[src/rtl/dual_timer_pkg.sv]
package dual_timer_pkg;
  localparam int ADDR_W     = 3;
  localparam int DATA_W     = 32;
  localparam int NUM_HALVES = 2;

  typedef enum logic [1:0] {
    MODE_OFF  = 2'b00,
    MODE_ONCE = 2'b01,
    MODE_CONT = 2'b10,
    MODE_RSVD = 2'b11
  } run_mode_e;

  localparam logic [ADDR_W-1:0] A_CTRL   = 3'd0;
  localparam logic [ADDR_W-1:0] A_CNT_LO = 3'd1;
  localparam logic [ADDR_W-1:0] A_CNT_HI = 3'd2;
  localparam logic [ADDR_W-1:0] A_PRD_LO = 3'd3;
  localparam logic [ADDR_W-1:0] A_PRD_HI = 3'd4;
  localparam logic [ADDR_W-1:0] A_INT    = 3'd5;

  localparam int C_SPLIT   = 0;
  localparam int C_EXT     = 1;
  localparam int C_RUN0    = 2;
  localparam int C_MODE0   = 4;
  localparam int CTRL_W    = C_MODE0 + 2 * NUM_HALVES;
  localparam int INT_IEN0  = 0;
  localparam int INT_STAT0 = 8;
endpackage

[src/rtl/dual_timer_regs.sv]
module dual_timer_regs
  import dual_timer_pkg::*;
#(
  parameter int CNT_W = 32
) (
  input  logic                                clk_i,
  input  logic                                rst_ni,
  input  logic                                we_i,
  input  logic [ADDR_W-1:0]                   addr_i,
  input  logic [DATA_W-1:0]                   wdata_i,
  output logic [DATA_W-1:0]                   rdata_o,
  input  logic [NUM_HALVES-1:0]               hit_i,
  input  logic [NUM_HALVES-1:0][CNT_W-1:0]    cnt_i,
  output logic                                split_o,
  output logic                                ext_o,
  output logic [NUM_HALVES-1:0]               run_o,
  output logic [NUM_HALVES-1:0][1:0]          mode_o,
  output logic [NUM_HALVES-1:0]               ien_o,
  output logic [NUM_HALVES-1:0]               stat_o,
  output logic [NUM_HALVES-1:0][CNT_W-1:0]    prd_o,
  output logic [NUM_HALVES-1:0]               cnt_we_o,
  output logic [CNT_W-1:0]                    cnt_wdata_o
);
  logic [CTRL_W-1:0]     ctrl_q;
  logic [NUM_HALVES-1:0] ien_q;
  logic [NUM_HALVES-1:0] stat_q;
  logic                  wr_ctrl, wr_int;
  logic                  unused_wdata;

  assign wr_ctrl      = we_i && (addr_i == A_CTRL);
  assign wr_int       = we_i && (addr_i == A_INT);
  assign unused_wdata = ^wdata_i;

  always_ff @(posedge clk_i or negedge rst_ni) begin
    if (!rst_ni) begin
      ctrl_q <= '0;
      ien_q  <= '0;
    end else begin
      if (wr_ctrl) ctrl_q <= wdata_i[CTRL_W-1:0];
      if (wr_int)  ien_q  <= wdata_i[INT_IEN0 +: NUM_HALVES];
    end
  end

  assign split_o     = ctrl_q[C_SPLIT];
  assign ext_o       = ctrl_q[C_EXT];
  assign ien_o       = ien_q;
  assign stat_o      = stat_q;
  assign cnt_wdata_o = wdata_i[CNT_W-1:0];

  for (genvar h = 0; h < NUM_HALVES; h++) begin : g_half
    localparam logic [ADDR_W-1:0] CNT_A = A_CNT_LO + ADDR_W'(h);
    localparam logic [ADDR_W-1:0] PRD_A = A_PRD_LO + ADDR_W'(h);
    logic [CNT_W-1:0] prd_q;
    logic             clr;

    assign run_o[h]    = ctrl_q[C_RUN0 + h];
    assign mode_o[h]   = ctrl_q[C_MODE0 + 2*h +: 2];
    assign cnt_we_o[h] = we_i && (addr_i == CNT_A);
    assign prd_o[h]    = prd_q;
    assign clr         = wr_int && wdata_i[INT_STAT0 + h];

    always_ff @(posedge clk_i or negedge rst_ni) begin
      if (!rst_ni) begin
        prd_q     <= '0;
        stat_q[h] <= 1'b0;
      end else begin
        if (we_i && (addr_i == PRD_A)) prd_q <= wdata_i[CNT_W-1:0];
        if (hit_i[h])  stat_q[h] <= 1'b1;   // set beats clear
        else if (clr)  stat_q[h] <= 1'b0;
      end
    end


    stat_w1c_chk: assert property (@(posedge clk_i) disable iff (!rst_ni)
      (clr && !hit_i[h]) |=> !stat_q[h]);
  end

  always_comb begin
    rdata_o = '0;
    unique case (addr_i)
      A_CTRL:   rdata_o[CTRL_W-1:0] = ctrl_q;
      A_CNT_LO: rdata_o[CNT_W-1:0]  = cnt_i[0];
      A_CNT_HI: rdata_o[CNT_W-1:0]  = cnt_i[1];
      A_PRD_LO: rdata_o[CNT_W-1:0]  = g_half[0].prd_q;
      A_PRD_HI: rdata_o[CNT_W-1:0]  = g_half[1].prd_q;
      A_INT: begin
        rdata_o[INT_IEN0  +: NUM_HALVES] = ien_q;
        rdata_o[INT_STAT0 +: NUM_HALVES] = stat_q;
      end
      default:  rdata_o = '0;
    endcase
  end
endmodule

[src/rtl/dual_timer_half.sv]
module dual_timer_half
  import dual_timer_pkg::*;
#(
  parameter int CNT_W = 32
) (
  input  logic             clk_i,
  input  logic             rst_ni,
  input  logic             split_i,
  input  logic             run_i,
  input  run_mode_e        mode_i,
  input  logic [CNT_W-1:0] prd_i,
  input  logic             wr_i,
  input  logic [CNT_W-1:0] wdata_i,
  output logic [CNT_W-1:0] cnt_o,
  output logic             hit_o
);
  logic [CNT_W-1:0] cnt_q;
  logic             done_q;
  logic             active;

  assign active = split_i && run_i &&
                  ((mode_i == MODE_ONCE && !done_q) || mode_i == MODE_CONT);
  assign hit_o  = active && !wr_i && (cnt_q == prd_i);
  assign cnt_o  = cnt_q;

  always_ff @(posedge clk_i or negedge rst_ni) begin
    if (!rst_ni) begin
      cnt_q  <= '0;
      done_q <= 1'b0;
    end else if (!run_i) begin
      cnt_q  <= '0;
      done_q <= 1'b0;
    end else begin
      if (mode_i != MODE_ONCE) done_q <= 1'b0;
      else if (hit_o)          done_q <= 1'b1;

      if (wr_i)                cnt_q <= wdata_i;
      else if (hit_o) begin
        if (mode_i == MODE_CONT) cnt_q <= '0;
      end
      else if (active)         cnt_q <= cnt_q + CNT_W'(1);
    end
  end


  held_zero_chk: assert property (@(posedge clk_i) disable iff (!rst_ni)
    !run_i |=> (cnt_o == '0));


  once_hold_chk: assert property (@(posedge clk_i) disable iff (!rst_ni)
    (done_q && run_i && mode_i == MODE_ONCE && !wr_i) |=> $stable(cnt_o));
endmodule

[src/rtl/dual_timer_evt.sv]
module dual_timer_evt (
  input  logic clk_i,
  input  logic rst_ni,
  input  logic hit_i,
  input  logic ext_i,
  input  logic ien_i,
  output logic irq_o,
  output logic dma_o
);
  logic irq_q, dma_q;

  always_ff @(posedge clk_i or negedge rst_ni) begin
    if (!rst_ni) begin
      irq_q <= 1'b0;
      dma_q <= 1'b0;
    end else begin
      dma_q <= hit_i;
      // enable only matters in extended mode
      irq_q <= hit_i && (!ext_i || ien_i);
    end
  end

  assign irq_o = irq_q;
  assign dma_o = dma_q;


  legacy_irq_chk: assert property (@(posedge clk_i) disable iff (!rst_ni)
    (hit_i && !ext_i) |=> irq_o);


  masked_irq_chk: assert property (@(posedge clk_i) disable iff (!rst_ni)
    (ext_i && !ien_i) |=> !irq_o);
endmodule

[src/rtl/dual_timer.sv]
module dual_timer
  import dual_timer_pkg::*;
#(
  parameter int CNT_W = 32
) (
  input  logic                  clk_i,
  input  logic                  rst_ni,
  input  logic                  we_i,
  input  logic [ADDR_W-1:0]     addr_i,
  input  logic [DATA_W-1:0]     wdata_i,
  output logic [DATA_W-1:0]     rdata_o,
  output logic [NUM_HALVES-1:0] irq_o,
  output logic [NUM_HALVES-1:0] dma_o
);
  logic                             split, ext;
  logic [NUM_HALVES-1:0]            run, ien, stat, hit, cnt_we;
  logic [NUM_HALVES-1:0][1:0]       mode;
  logic [NUM_HALVES-1:0][CNT_W-1:0] prd, cnt;
  logic [CNT_W-1:0]                 cnt_wdata;

  dual_timer_regs #(.CNT_W(CNT_W)) u_regs (
    .clk_i, .rst_ni, .we_i, .addr_i, .wdata_i, .rdata_o,
    .hit_i(hit), .cnt_i(cnt),
    .split_o(split), .ext_o(ext), .run_o(run), .mode_o(mode),
    .ien_o(ien), .stat_o(stat), .prd_o(prd),
    .cnt_we_o(cnt_we), .cnt_wdata_o(cnt_wdata)
  );

  for (genvar h = 0; h < NUM_HALVES; h++) begin : g_half
    dual_timer_half #(.CNT_W(CNT_W)) u_half (
      .clk_i, .rst_ni,
      .split_i(split), .run_i(run[h]), .mode_i(run_mode_e'(mode[h])),
      .prd_i(prd[h]), .wr_i(cnt_we[h]), .wdata_i(cnt_wdata),
      .cnt_o(cnt[h]), .hit_o(hit[h])
    );

    dual_timer_evt u_evt (
      .clk_i, .rst_ni,
      .hit_i(hit[h]), .ext_i(ext), .ien_i(ien[h]),
      .irq_o(irq_o[h]), .dma_o(dma_o[h])
    );


    dma_sets_stat_chk: assert property (@(posedge clk_i) disable iff (!rst_ni)
      dma_o[h] |-> stat[h]);


    held_quiet_chk: assert property (@(posedge clk_i) disable iff (!rst_ni)
      !run[h] |=> !dma_o[h] && !irq_o[h]);


    split_off_chk: assert property (@(posedge clk_i) disable iff (!rst_ni)
      !split |=> !dma_o[h]);
  end
endmodule

[config.mk]
export PLATFORM = sky130hd
export DESIGN_NAME = dual_timer
export DESIGN_NICKNAME = d
export VERILOG_FILES = /design/src/rtl/dual_timer_pkg.sv /design/src/rtl/dual_timer_regs.sv /design/src/rtl/dual_timer_half.sv /design/src/rtl/dual_timer_evt.sv /design/src/rtl/dual_timer.sv
export SDC_FILE = /design/constraint.sdc
export NUM_CORES = 1
export LEC_CHECK = 0
export CORE_MARGIN = 2
export CORE_UTILIZATION = 35
export CTS_CLUSTER_DIAMETER = 100
export DETAILED_ROUTE_END_ITERATION = 8
export HOLD_SLACK_MARGIN = 0.05
export PLACE_DENSITY = 0.61
export SLEW_MARGIN = 20
export SYNTH_ARGS = -nofsm -noshare
export SYNTH_HDL_FRONTEND = slang
export SYNTH_SLANG_ARGS = --single-unit
[constraint.sdc]
create_clock -name clk_i -period 3.8 [get_ports clk_i]
set_clock_uncertainty 0.15 [all_clocks]
set_input_delay 0.95 -clock clk_i [delete_from_list [all_inputs] [get_ports clk_i]]
set_output_delay 0.95 -clock clk_i [all_outputs]
set_load 0.01 [all_outputs]
==> run metrics <==
Initial Util 0.359; TritonCTS Buffers 17; clk slew on worst S/H paths 60 ps; Cell Count, Final, Fillers Out 1458; H-tree depth 4; Max-Cap Viols 0; worst hold path class flop to flop; die height 168 microns; reg2reg setup slack 630 ps; Global Route Usage Sum 0.242; peak supply drop 0.326 mV; vias in the first global route 8410; GP Congestion 0.918; EDFF count, synth 0; Worst Setup EP rdata_o[9]; port bufs 73; final slew viol count 0; Power, Total 5.28 mW; prevailing post-synth register cell dfrtp_1; area of the mapped netlist 0.00940 sq mm; Rows 59; syn avg cell area 9.24 sq um; top cell type's share of synthesized area 0.389; Clock Sinks 146; status complete, no violations; Fin. Hold Viols 0; RSZ-0062 raised after global routing true; Slew @ Worst Pin 1020 ps; Synth area leader dfrtp_1; synth warn 0; Area Overhead vs Synth 22.5%; Seq/Total Area, Yosys 0.389; Syn Nets 1058; Initial DRC Count 840; Max FO, Critical Path 13; Worst slew margin 0.316; WL/cell 23.5 microns; FF-to-FF path depth 8; # hold bufs at CTS 0; async set or reset register ratio after synthesis 1.00; clock period minus worst slack 3730 ps; Post-route DRC 0; Post-Synth XOR/XNOR Area 0.0708; multiplexer share of the synthesized area 0.102; Vias/cell 5.95; first-pass GRT wire length 52.0 mm; Synth Area in Simple Gates 0.190; hold_ws 335 ps; synth unique cells 76; critical path class input port to output port; Leakage 4.90 nW; First-pass DRT Iterations 5; largest family of logic cells by synthesized area simple AND/OR/NAND/NOR gates; initial antenna violation count 1; CTS tree built; # IOs 74; Fmax 268 MHz; dominant cells by area after synthesis dfrtp_1 39%, mux2_2 8.6%, a22oi_1 5.3%, xnor2_1 4.1%, nand2_1 3.6%; Crit. Startpoint addr_i[0]; Worst Path Required 2700 ps; largest net degree at the start of global routing 77; R2R Path End g_half[0].u_half.cnt_o[23]$_DFFE_PN0P_; reg2reg start u_regs.ctrl_q[0]$_DFFE_PN0P_; Worst Setup Start Kind input port; crit path DAT 2630 ps; adder-cell share of the synthesized area 0.00266; layout cell share with drive strength beyond 1 0.200; period utilisation layout 0.982; dpl hpwl 25.5 mm; Cell Pwr Density 459 mW/mm^2; die area 0.0282 sq mm; Post-Syn Instances 1018; total wire length 34.2 mm; final setup fails 0; Max Root-Sink Buffers 2; final net count 1150; worst skew pair latency 440 ps; register bit count reported by yosys 146; grt total ovfl 0; Synth Area in Compound Gates 0.187; dpl cells 1419; via count 8668; Die Wd 168 microns; Critical Path Sink Type output port; Detail Route Antenna Nets 0; core area 0.0262 sq mm; root buffer cell clkbuf_16
Yosys cell counts (all sizes together) (10+ instances only):
cell type and count:
nand2 90, o21ai 52, clkbuf 53, and2 12, o2bb2ai 10, nor2 58, nand3 36, nor4 22
nor3 33, xor2 32, a21oi 56, buf 31, dfrtp 146, o22ai 13, inv 22, a22oi 66
xnor2 44, mux2 72, nor2b 10, mux2i 13, nand4 29
worst min-delay path by stage:
stage	start	to	slack (ps)	depth (start not counted)
floorplan	u_regs.stat_o[0]$_DFFE_PN0P_	u_regs.stat_o[0]$_DFFE_PN0P_	290	2
global placement	u_regs.stat_o[0]$_DFFE_PN0P_	u_regs.stat_o[0]$_DFFE_PN0P_	320	2
detailed placement	u_regs.stat_o[0]$_DFFE_PN0P_	u_regs.stat_o[0]$_DFFE_PN0P_	320	2
CTS	u_regs.stat_o[0]$_DFFE_PN0P_	u_regs.stat_o[0]$_DFFE_PN0P_	330	2
global route	u_regs.stat_o[0]$_DFFE_PN0P_	u_regs.stat_o[0]$_DFFE_PN0P_	340	2
finish	u_regs.stat_o[0]$_DFFE_PN0P_	u_regs.stat_o[0]$_DFFE_PN0P_	340	2
report_power, final:
| part | internal (mW) | leakage (nW) | switching [mW] |
|---|---|---|---|
| combinational | 0.648 | 2.73 | 0.744 |
| sequential | 1.79 | 1.88 | 0.363 |
| clock | 1.06 | 0.282 | 0.677 |
per-layer routing:
layer	track usage	wire length, microns
met1	0.331	14700
met2	0.397	16400
met3	0.0402	2180
met4	0.0699	896
met5	0	0
cell families (layout without fill, tap and decap cells):
logic type               count (synthesis)  count (layout)
AO/OA/AOI/OAI                          260             260
XOR/XNOR                                76              76
adder cells (fa/ha/maj)                  2               2
buffers and inverters                  107             211
flip-flops                             146             146
multiplexers                            86              86
other                                    0               1
AND/OR/NAND/NOR                        341             341
cell usage in the layout (no fill, tap or decap), types with 10 or more instances in the layout:
cell / count
nor2_1: 57
clkbuf_16: 19
buf_4: 72
mux2_2: 72
and2_1: 10
xnor2_1: 44
a22oi_1: 64
o2bb2ai_1: 10
nor4_1: 21
xor2_1: 32
a21oi_1: 55
clkdlybuf4s50_1: 40
nand3_1: 35
nand2_1: 90
nor3_1: 33
o21ai_0: 48
mux2i_1: 13
dfrtp_1: 146
nand4_1: 29
inv_1: 21
dlygate4sd2_1: 23
worst max-delay path: stages:
cell and delay, ps:
clkdlybuf4s50_1 470, buf_6 170, nor3b_4 70, buf_4 150
clkbuf_16 170, a221o_1 350, dlygate4sd2_1 290
what timing repair did:
action                                  CTS  global route
setup buffers                             0             4
hold endpoints to repair                  0             0
gates resized for setup                  30            17
endpoints found under the setup margin   32            13
gates cloned                              0             3
pin swaps                                 0             3
registers in the layout, summed over array words and instances, names as in the netlist:
name and count:
g_half.u_half.cnt_o 64, u_regs.g_half.prd_q 64, u_regs.ctrl_q 8, g_half.u_evt.dma_o 2, g_half.u_evt.irq_o 2, g_half.u_half.done_q 2
u_regs.ien_o 2, u_regs.stat_o 2
metrics by stage:
step,worst slack (ps),cell area [sq um],setup TNS (ps),utilization
floorplan,399,9400,0,-
global placement,-174,10800,-4240,0.411
detailed placement,-180,10800,-4660,0.411
CTS,-119,11400,-543,0.434
global route,-14.3,11500,-25.0,0.439
finish,69.0,11500,0,0.439
final cells by class:
cell class / instances / area [sq um]
diodes: 1 / 2.50
clock buffers: 22 / 464
clock inverters: 9 / 131
fillers: 2540 / 14700
inverters: 22 / 82.6
multi-input cells: 765 / 5280
flip-flops and latches: 146 / 3650
well taps: 335 / 419
repair buffers: 158 / 1480
Note: power is estimated with default switching activity, not from simulation.
